`src/rtl/i2c_step_pkg.sv`:
```
package i2c_step_pkg;

    // command word bit positions
    localparam int CMD_START = 0;
    localparam int CMD_STOP  = 1;
    localparam int CMD_RD    = 2;
    localparam int CMD_ACK   = 3;
    localparam int CMD_CLR   = 7;

    // event byte bit positions
    localparam int EVT_MASTER = 4;
    localparam int EVT_OVR    = 5;

    // register halfword indices (byte address >> 1)
    localparam logic [2:0] HW_STAT = 3'd0;
    localparam logic [2:0] HW_CMD  = 3'd2;
    localparam logic [2:0] HW_DIV  = 3'd6;

    typedef enum logic [2:0] {
        ST_IDLE,
        ST_START,
        ST_BIT,
        ST_HOLD,
        ST_STOP
    } phase_e;

    typedef struct packed {
        phase_e     ph;
        logic [1:0] qtr;
        logic [3:0] bitn;
        logic [7:0] sh;
        logic [7:0] rx;
        logic [7:0] div;
        logic       scl;
        logic       sda;
        logic       ev;
        logic       ovr;
        logic       ack;
        logic       dir;
        logic       xmit;
        logic       acken;
    } eng_t;

endpackage

```
`src/rtl/i2c_step_sync.sv`:
```
module i2c_step_sync #(
    parameter int W      = 2,
    parameter int STAGES = 2
) (
    input  logic         clk,
    input  logic         rst_n,
    input  logic [W-1:0] d,
    output logic [W-1:0] q
);
    logic [W-1:0] stg_q [STAGES];

    genvar g;
    generate
        for (g = 0; g < STAGES; g++) begin : g_stage
            always_ff @(posedge clk or negedge rst_n) begin
                if (!rst_n) begin
                    stg_q[g] <= '1;
                end else if (g == 0) begin
                    stg_q[g] <= d;
                end else begin
                    stg_q[g] <= stg_q[(g == 0) ? 0 : g - 1];
                end
            end
        end
    endgenerate

    assign q = stg_q[STAGES-1];
endmodule

```
`src/rtl/i2c_step_qtick.sv`:
```
module i2c_step_qtick #(
    parameter int PRE = 4
) (
    input  logic       clk,
    input  logic       rst_n,
    input  logic [7:0] div,
    output logic       tick
);
    localparam int CW = 8 + $clog2(PRE + 1);

    logic [CW-1:0] cnt_d, cnt_q;
    logic [CW-1:0] lim;
    logic [7:0]    eff;

    always_comb begin
        eff   = (div == 8'd0) ? 8'd1 : div;
        lim   = CW'(eff) * CW'(PRE) - CW'(1);
        tick  = (cnt_q >= lim);
        cnt_d = tick ? '0 : cnt_q + CW'(1);
    end

    always_ff @(posedge clk or negedge rst_n) begin
        if (!rst_n) cnt_q <= '0;
        else        cnt_q <= cnt_d;
    end
endmodule

```
`src/rtl/i2c_step_master.sv`:
```
module i2c_step_master
    import i2c_step_pkg::*;
#(
    parameter int         CLK_HZ  = 32_000_000,
    parameter logic [7:0] DIV_RST = 8'd20
) (
    input  logic        clk,
    input  logic        rst_n,
    input  logic        wr_en,
    input  logic [3:0]  wr_addr,
    input  logic [1:0]  wr_be,
    input  logic [15:0] wr_data,
    input  logic [3:0]  rd_addr,
    output logic [7:0]  rd_data,
    output logic        irq,
    input  logic        scl_i,
    input  logic        sda_i,
    output logic        scl_oe,
    output logic        sda_oe
);
    localparam int PRE = (CLK_HZ / 8_000_000 < 1) ? 1 : CLK_HZ / 8_000_000;

    eng_t        s_d, s_q;
    logic        tick;
    logic [1:0]  line_s;
    logic        scl_s, sda_s;
    logic        wr_evt, wr_cmd, wr_div, adv;
    logic [15:0] cmd;

    i2c_step_sync #(.W(2), .STAGES(2)) u_sync (
        .clk(clk), .rst_n(rst_n), .d({scl_i, sda_i}), .q(line_s)
    );
    assign scl_s = line_s[1];
    assign sda_s = line_s[0];

    i2c_step_qtick #(.PRE(PRE)) u_tick (
        .clk(clk), .rst_n(rst_n), .div(s_q.div), .tick(tick)
    );

    assign wr_evt = wr_en && (wr_addr[3:1] == HW_STAT) && wr_be[1];
    assign wr_cmd = wr_en && (wr_addr[3:1] == HW_CMD) && (|wr_be);
    assign wr_div = wr_en && (wr_addr[3:1] == HW_DIV) && wr_be[0];
    assign cmd    = {wr_be[1] ? wr_data[15:8] : 8'h00, wr_be[0] ? wr_data[7:0] : 8'h00};

    always_comb begin
        s_d = s_q;
        adv = 1'b0;
        if (wr_div) s_d.div = wr_data[7:0];
        if (wr_evt) s_d.ovr = s_q.ovr & wr_data[8+EVT_OVR];

        // quarter-phase sequencer
        if (tick) begin
            adv = 1'b1;
            case (s_q.ph)
                ST_START: begin
                    case (s_q.qtr)
                        2'd0:    s_d.sda = 1'b1;
                        2'd1:    s_d.scl = 1'b1;
                        2'd2:    s_d.sda = 1'b0;
                        default: begin
                            s_d.scl  = 1'b0;
                            s_d.ph   = ST_BIT;
                            s_d.bitn = 4'd0;
                        end
                    endcase
                end
                ST_BIT: begin
                    case (s_q.qtr)
                        2'd0: s_d.sda = (s_q.bitn == 4'd8) ? (s_q.xmit | ~s_q.acken)
                                                           : (s_q.xmit ? s_q.sh[7] : 1'b1);
                        2'd1: s_d.scl = 1'b1;
                        2'd2: begin
                            if (!scl_s) begin
                                adv = 1'b0;               // line still low: wait
                            end else if (s_q.bitn == 4'd8) begin
                                if (s_q.xmit) s_d.ack = ~sda_s;
                                else          s_d.rx  = s_q.sh;
                            end else begin
                                s_d.sh = {s_q.sh[6:0], sda_s};
                            end
                        end
                        default: begin
                            s_d.scl = 1'b0;
                            if (s_q.bitn == 4'd8) begin
                                s_d.ph = ST_HOLD;
                                s_d.ev = 1'b1;
                            end else begin
                                s_d.bitn = s_q.bitn + 4'd1;
                            end
                        end
                    endcase
                end
                ST_STOP: begin
                    case (s_q.qtr)
                        2'd0:    s_d.sda = 1'b0;
                        2'd1:    s_d.scl = 1'b1;
                        2'd2:    s_d.sda = 1'b1;
                        default: s_d.ph  = ST_IDLE;
                    endcase
                end
                default: adv = 1'b0;
            endcase
        end
        s_d.qtr = s_q.qtr + {1'b0, adv};

        // command decode
        if (wr_cmd) begin
            case (s_q.ph)
                ST_IDLE: begin
                    if (cmd[CMD_START]) begin
                        s_d.ph   = ST_START;
                        s_d.qtr  = 2'd0;
                        s_d.sh   = {cmd[15:9], cmd[CMD_RD]};
                        s_d.dir  = cmd[CMD_RD];
                        s_d.xmit = 1'b1;
                    end
                end
                ST_HOLD: begin
                    if (cmd[CMD_CLR]) begin
                        s_d.ev  = 1'b0;
                        s_d.qtr = 2'd0;
                        if (cmd[CMD_STOP]) begin
                            s_d.ph = ST_STOP;
                        end else if (cmd[CMD_START]) begin
                            s_d.ph   = ST_START;
                            s_d.sh   = {cmd[15:9], cmd[CMD_RD]};
                            s_d.dir  = cmd[CMD_RD];
                            s_d.xmit = 1'b1;
                        end else begin
                            s_d.ph    = ST_BIT;
                            s_d.bitn  = 4'd0;
                            s_d.sh    = cmd[15:8];
                            s_d.xmit  = ~s_q.dir;
                            s_d.acken = cmd[CMD_ACK];
                        end
                    end
                end
                default: s_d.ovr = 1'b1;
            endcase
        end
    end

    always_ff @(posedge clk or negedge rst_n) begin
        if (!rst_n) begin
            s_q       <= '0;
            s_q.ph    <= ST_IDLE;
            s_q.scl   <= 1'b1;
            s_q.sda   <= 1'b1;
            s_q.div   <= DIV_RST;
        end else begin
            s_q <= s_d;
        end
    end

    always_comb begin
        case (rd_addr)
            4'd0:    rd_data = {4'b0, s_q.ack, s_q.dir, 1'b0, s_q.ph != ST_IDLE};
            4'd1:    rd_data = {2'b0, s_q.ovr, s_q.ev, 4'b0};
            4'd2:    rd_data = s_q.rx;
            4'd12:   rd_data = s_q.div;
            default: rd_data = 8'h00;
        endcase
    end

    assign irq    = s_q.ev | s_q.ovr;
    assign scl_oe = ~s_q.scl;
    assign sda_oe = ~s_q.sda;
endmodule

```
`config.mk`:
```
export PLATFORM = sky130hd
export DESIGN_NAME = i2c_step_master
export DESIGN_NICKNAME = d
export VERILOG_FILES = /design/src/rtl/i2c_step_pkg.sv /design/src/rtl/i2c_step_sync.sv /design/src/rtl/i2c_step_qtick.sv /design/src/rtl/i2c_step_master.sv
export SDC_FILE = /design/constraint.sdc
export NUM_CORES = 1
export LEC_CHECK = 0
export BUFFER_PORTS_ARGS = -buffer_cell sky130_fd_sc_hd__buf_2
export CAP_MARGIN = 20
export CORE_MARGIN = 8
export CORE_UTILIZATION = 35
export DETAILED_ROUTE_END_ITERATION = 10
export GPL_TIMING_DRIVEN = 0
export PLACE_DENSITY_LB_ADDON = 0.1
export SETUP_SLACK_MARGIN = 0.1
export SKIP_LAST_GASP = 1
export SLEW_MARGIN = 30
export SYNTH_ARGS = -nofsm -noshare
export SYNTH_HDL_FRONTEND = slang
export SYNTH_SLANG_ARGS = --single-unit
```
`constraint.sdc`:
```
create_clock -name clk -period 3.9 [get_ports clk]
set_input_delay 0.39 -clock clk [delete_from_list [all_inputs] [get_ports clk]]
set_output_delay 0.39 -clock clk [all_outputs]
set_load 0.03 [all_outputs]
```
# Yosys cells after proc, flatten, opt, wreduce, memory -nomap -nowiden
# Index checks and enable logic that the tools add are counted.
totals:
  mem_bits_rw: 0
  mem_count: 0
  register_bits: 56
  out_inout_bits: 11
  latchBits: 0
  elab_cells: 141
  inputBits: 31
  rom_bits: 0
classes:
  div_mod_pow: 0
  addsub: 4
  bitwise_logic: 11
  n_mux: 62
  n_eq_ne: 20
  n_reduce_logical: 26
  shift: 0
  mul: 0
  n_lt_le_gt_ge: 1
ops:
  columns: ["cell", "n"]
  rows:
  - ["$mux 8", 7]
  - ["$mux 16", 3]
  - ["$mux 17", 2]
  - ["$pmux 8 s4", 1]
  - ["$mux 3", 8]
  - ["$mux 20", 1]
  - ["$mux 4", 5]
  - ["$mux 1", 19]
  - ["$reduce_and 6->1", 3]
  - ["$pmux 8 s2", 1]
  - ["$reduce_and 5->1", 3]
  - ["$mux 12", 1]
  - ["$ne 2x2->1 const B", 6]
  - ["$add 11x1->11 const B", 1]
  - ["$ge 11x11->1", 1]
  - ["$mux 11", 1]
  - ["$sub 10x1->11 const B", 1]
  - ["$pmux 5 s2", 1]
  - ["$eq 3x2->1 const B", 3]
  - ["$pmux 3 s3", 1]
  - ["$eq 4x4->1 const B", 2]
  - ["$logic_not 8->1", 1]
  - ["$not 1->1", 8]
  - ["$pmux 1 s2", 4]
  - ["26 further kinds", 40]

# Logic depth before layout (Yosys ltp)
depth:
  depth_word: 11
  depth_mapped: 16
  depth_no_buf: 16

# Cells and area by module
# A second synthesis with hierarchy kept.
hier_totals:
  cells_unflattened: 331
  area_unflattened_um2: 3410.8
by_module_without_submodules:
  columns: ["mod", "area_each_um2", "cells_each", "n_inst", "seq_area_each_um2"]
  rows:
  - ["i2c_step_master", 2364.8, 234, 1, 1031.0]
  - ["i2c_step_qtick", 925.9, 91, 1, 275.3]
  - ["i2c_step_sync", 120.1, 6, 1, 105.1]

# Least setup slack after synthesis
# OpenSTA, ideal clock, no wires.
synth_timing:
  kind: "register -> register"
  startpoint: "register, netlist name s_q[11]"
  endpoint: "register s_q[16] (netlist bit)"
  path_stages_with_launch: 14
  t_required_ns: 3.775
  setup_slack_ns: 0.631
  setup_time_ns: 0.125
  n_path_buf: 0
  arrival_time_ns: 3.144
  period_less_slack_ns: 3.269
  path_cell_list: "dfrtp_1 or3_1 nor4_1 a21o_1 inv_1 ha_1 nand2_1 xor2_1 ha_1 a21oi_1 o21a_1 o2111ai_2 nand4_1 mux2_2"
synth_between:
  elab_chain_cells: 5
synth_lines:
  columns: ["item", "line", "text"]
  rows:
  - ["$logic_not 8->1", "i2c_step_qtick.sv:16", "eff = (div == 8'd0) ? 8'd1 : div;"]
  - ["$mux 8 (*)", "i2c_step_qtick.sv:16", null]
  - ["$sub 10x1->11 (*)", "i2c_step_qtick.sv:17", "lim = CW'(eff) * CW'(PRE) - CW'(1);"]
  - ["$ge 11x11->1 (*)", "i2c_step_qtick.sv:18", "tick = (cnt_q >= lim);"]
  - ["$reduce_and 6->1 (no line) (*)", null, null]
  - ["to (decl)", "i2c_step_master.sv:23", "eng_t s_d, s_q;"]
# Every way passes the cells marked *; elsewhere a longest branch is shown, timed or not.
# A chain may end at the register's enable or synchronous reset.

==> metrics.yaml <==
logic_synthesis:
  synth-edff-count: 0
  synth_flop_cell: "sky130_fd_sc_hd__dfrtp_1"
  yosysUniqueCellTypes: 63
  syn_area_per_cell_um2: 9.196
  yosys_warnings: 0
  synth_sequential_area_ratio_pct: 39.76
  async_reset_ff_share_pct: 100.0
  synth.ff_latch_count: 56
  syn-instance-count: 386
  postSynthNetCount: 431
  syn_area_um2: 3550
global_routing:
  grt_use_met2_pct: 22.44
  grt_antenna_before_repair: 0
  gr-usage-all-layers_pct: 15.02
  grt_pass1_vias: 2963
  globalRoute.totalOverflow: 0
  globalRouteMet1Util_pct: 21.58
  met3_routing_resource_usage_after_global_routing_pct: 2.999
  grt-busiest-layer: "met2"
  grt_pass1_wl_mm: 15.86
  grt_start_max_net_pins: 57
power_and_ir_drop:
  power_report.internal_total_mw: 1.224
  power_density_nw_per_um2: 527.2
  switching_power_mw: 0.9333
  combPwrFrac_pct: 42.8
  pwr-share-clk_pct: 15.9
  power_leakage_nw: 1.805
  power_switching_share_pct: 43.27
  peakVddDrop_v: 0.0002220
  pwr-share-seq_pct: 41.4
critical_path:
  setup.worst_path.class: "reg2reg"
  crit_chain: "or3_4 -> nor4_4 -> a21o_1 -> inv_1 -> ha_1 -> nand2_1 -> xor2_1 -> ha_1 -> a21oi_2 -> o211ai_1 -> and2_2 -> nand2_1 -> a311o_1"
  crit_slowest_cell: "sky130_fd_sc_hd__o211ai_1"
  critPathArrivalTime_ns: 3.79
  worstPathMaxFanout: 5
  setup.worst_path.end_class: "register"
  cp.required_ns: 4.11
  slowest_delay_ns: 0.48
  crit_path_start_kind: "register"
route:
  detailroute.via_count: 3178
  drt_first_iter_violations: 253
  drc: 0
  postRouteAntennaNets: 0
  drt_wl_total_mm: 10.02
  wire_per_inst_um: 17.52
  vias_per_cell: 5.556
  drtPass1Iterations: 4
sta:
  max_freq_ghz: 0.2795
  timing.setup.tns_ns: 0
  whs_ns: 0.09428
  final-setup-viol-count: 0
  drv_slew: 0
  layout_worst_path_cycle_share_pct: 91.73
  grt_setup_unrepaired: "false"
  max_slew_margin_vs_limit_pct: 41.58
  timing_hold_violations_final: 0
  final.setup_skew_ns: 0.005347
  max_slew.worst_pin.slew_ns: 0.8696
  fin_crit_ns: 3.577
clock_tree:
  cts-root-buf: "sky130_fd_sc_hd__clkbuf_8"
  htree_num_levels: 2
  clk-insertion-delay-late_ns: 0.32
  tritoncts_clock_tree: "done"
  tritoncts_num_sinks: 56
  ctsLongestPathBuffers: 2
  clk_transition_reported_paths_ns: 0.11
  tritoncts.num_buffers: 5
placed_design:
  dpl.hpwl_mm: 7.457
  place.port_buffers: 39
  routability_driven_placement_congestion_ratio: 0.8559
finish:
  nets: 483
  number_of_antenna_repair_diodes: 0
  layout.cells.most_common: "sky130_fd_sc_hd__dfrtp_1"
  storage_element_area_um2: 1413
  fillCellCount: 1023
  drive_gt1_share_pct: 24.15
  synthToLayoutAreaGrowth_pct: 15.26
  multi_input_gate_area_in_the_final_layout_um2: 2059
  layout_common_cells: "47 x sky130_fd_sc_hd__dfrtp_1, 44 x sky130_fd_sc_hd__buf_2, 39 x sky130_fd_sc_hd__nand2_1"
floorplan:
  chipWidth_um: 116.7
  floorplan.die.height_um: 116.7
  floorplan.core_area_um2: 9819
  rows: 36
  starting_density_of_the_core_pct: 36.15
  count_of_boundary_i_o_pins: 42
  design.die.area_um2: 13620
outcome:
  status: "complete, no violations"
run:
  maxCapViolCount: 0
worst_hold_path:
  hold_path.class: "in2async"
Yosys cell counts, types with 5 or more instances:
| cell | n | share of area [%] |
|---|---|---|
| sky130_fd_sc_hd__a21o_1 | 6 | 1.3 |
| sky130_fd_sc_hd__a21oi_1 | 18 | 2.5 |
| sky130_fd_sc_hd__nor3_1 | 18 | 2.5 |
| sky130_fd_sc_hd__nand2_1 | 39 | 4.1 |
| sky130_fd_sc_hd__or3_1 | 5 | 0.88 |
| sky130_fd_sc_hd__mux2_2 | 15 | 4.8 |
| sky130_fd_sc_hd__o21ai_0 | 11 | 1.6 |
| sky130_fd_sc_hd__nor2_1 | 31 | 3.3 |
| sky130_fd_sc_hd__a31oi_1 | 8 | 1.4 |
| sky130_fd_sc_hd__buf_2 | 6 | 0.85 |
| sky130_fd_sc_hd__ha_1 | 14 | 4.9 |
| sky130_fd_sc_hd__nand4_1 | 10 | 1.8 |
| sky130_fd_sc_hd__xnor2_1 | 6 | 1.5 |
| sky130_fd_sc_hd__o31ai_1 | 5 | 1.1 |
| sky130_fd_sc_hd__dfstp_2 | 8 | 5.9 |
| sky130_fd_sc_hd__dfrtp_1 | 48 | 34 |
| sky130_fd_sc_hd__clkbuf_1 | 8 | 0.85 |
| sky130_fd_sc_hd__inv_1 | 11 | 1.2 |
| sky130_fd_sc_hd__xor2_1 | 11 | 2.7 |
| sky130_fd_sc_hd__nand3_1 | 20 | 2.8 |
| sky130_fd_sc_hd__a22oi_1 | 6 | 1.3 |
| sky130_fd_sc_hd__a211oi_1 | 5 | 1.1 |
| sky130_fd_sc_hd__nand2b_1 | 5 | 0.88 |
area by class of cell:
type | count | share of cell area [%]
Buffer | 16 | 1.896
Clock buffer | 5 | 1.682
Clock inverter | 3 | 0.5505
Inverter | 11 | 1.009
Multi-Input combinational cell | 303 | 50.34
Sequential cell | 56 | 34.53
Tap cell | 133 | 4.067
Timing Repair Buffer | 45 | 5.933
power by group through the flow:
stage          Clock [mW]  Combinational [mW]  Sequential [mW]
3_5_place_dp            0               0.865            0.898
3_3_place_gp            0               0.858            0.895
2_1_floorplan           0               0.633            0.835
4_1_cts             0.363               0.874            0.886
6_report            0.342               0.922            0.892
5_1_grt             0.384                1.03            0.914
final timing paths:
| check | start | end | slack (ns) | cells after the start |
|---|---|---|---|---|
| min reg2reg | u_sync.stg_q[3] | u_sync.q[1] | 0.36 | 0 |
| max in group asynchronous | rst_n | s_q[11] | 3.27 | 1 |
| max reg2reg | s_q[11] | s_q[30] | 0.32 | 13 |
| min | rst_n | u_tick.cnt_q[0] | 0.09 | 1 |
| min in group clk | scl_i | u_sync.stg_q[3] | 0.15 | 1 |
| max | s_q[11] | s_q[30] | 0.32 | 13 |
what timing repair did:
action | 4_1_cts | 5_1_grt
hold buffers | 0 | 0
cloned | 0 | 0
hold endpoints to repair | 0 | 0
setup buffers | 1 | 5
pin swaps | 1 | 5
resized for setup | 1 | 12
setup endpoints to repair | 9 | 39
worst max-delay path: cells and delay by family (launching register included):
| family | cells | cell delay, ns |
|---|---|---|
| compound gates | 4 | 1.16 |
| xor+xnor | 1 | 0.06 |
| fa+ha+maj | 2 | 0.54 |
| buf+inv | 1 | 0.05 |
| flops | 1 | 0.45 |
| simple gates | 5 | 1.21 |
per-layer routing:
layer	routed length, um	vias up	part of all wire [%]
met5	0	-	0
li1	-	1537	-
met3	681	7	6.8
met2	4412	92	44
met4	83	0	0.83
met1	4846	1542	48
state kept, by name (all words and copies together), names as in the netlist:
register,cells
s_q,41
u_tick.cnt_q,11
u_sync.q,2
u_sync.stg_q,2
cell families (layout without fill, tap and decap cells):
logic type               count (synthesis)  in the layout  synth area share (%)
AND/OR/NAND/NOR                        164            164                 24.53
AO/OA/AOI/OAI                           91             91                 17.98
XOR/XNOR                                17             17                 4.194
buffers and inverters                   27             80                 3.278
multiplexers                            17             17                 5.322
flip-flops                              56             56                 39.76
adder cells (fa/ha/maj)                 14             14                 4.935
through the flow:
| stage | worst slack, ns | total power, mW | utilization [%] | cells | instance area, um2 |
|---|---|---|---|---|---|
| floorplan | 0.6311 | 1.469 | - | 386 | 3550 |
| global placement | 0.05882 | 1.753 | 39.83 | 558 | 3911 |
| detailed placement | 0.04705 | 1.763 | 39.86 | 558 | 3914 |
| CTS | 0.09208 | 2.124 | 40.90 | 567 | 4016 |
| global route | 0.07755 | 2.328 | 41.67 | 572 | 4091 |
| finish | 0.3227 | 2.157 | 41.67 | 572 | 4091 |
(Power assumes the default switching activity.)
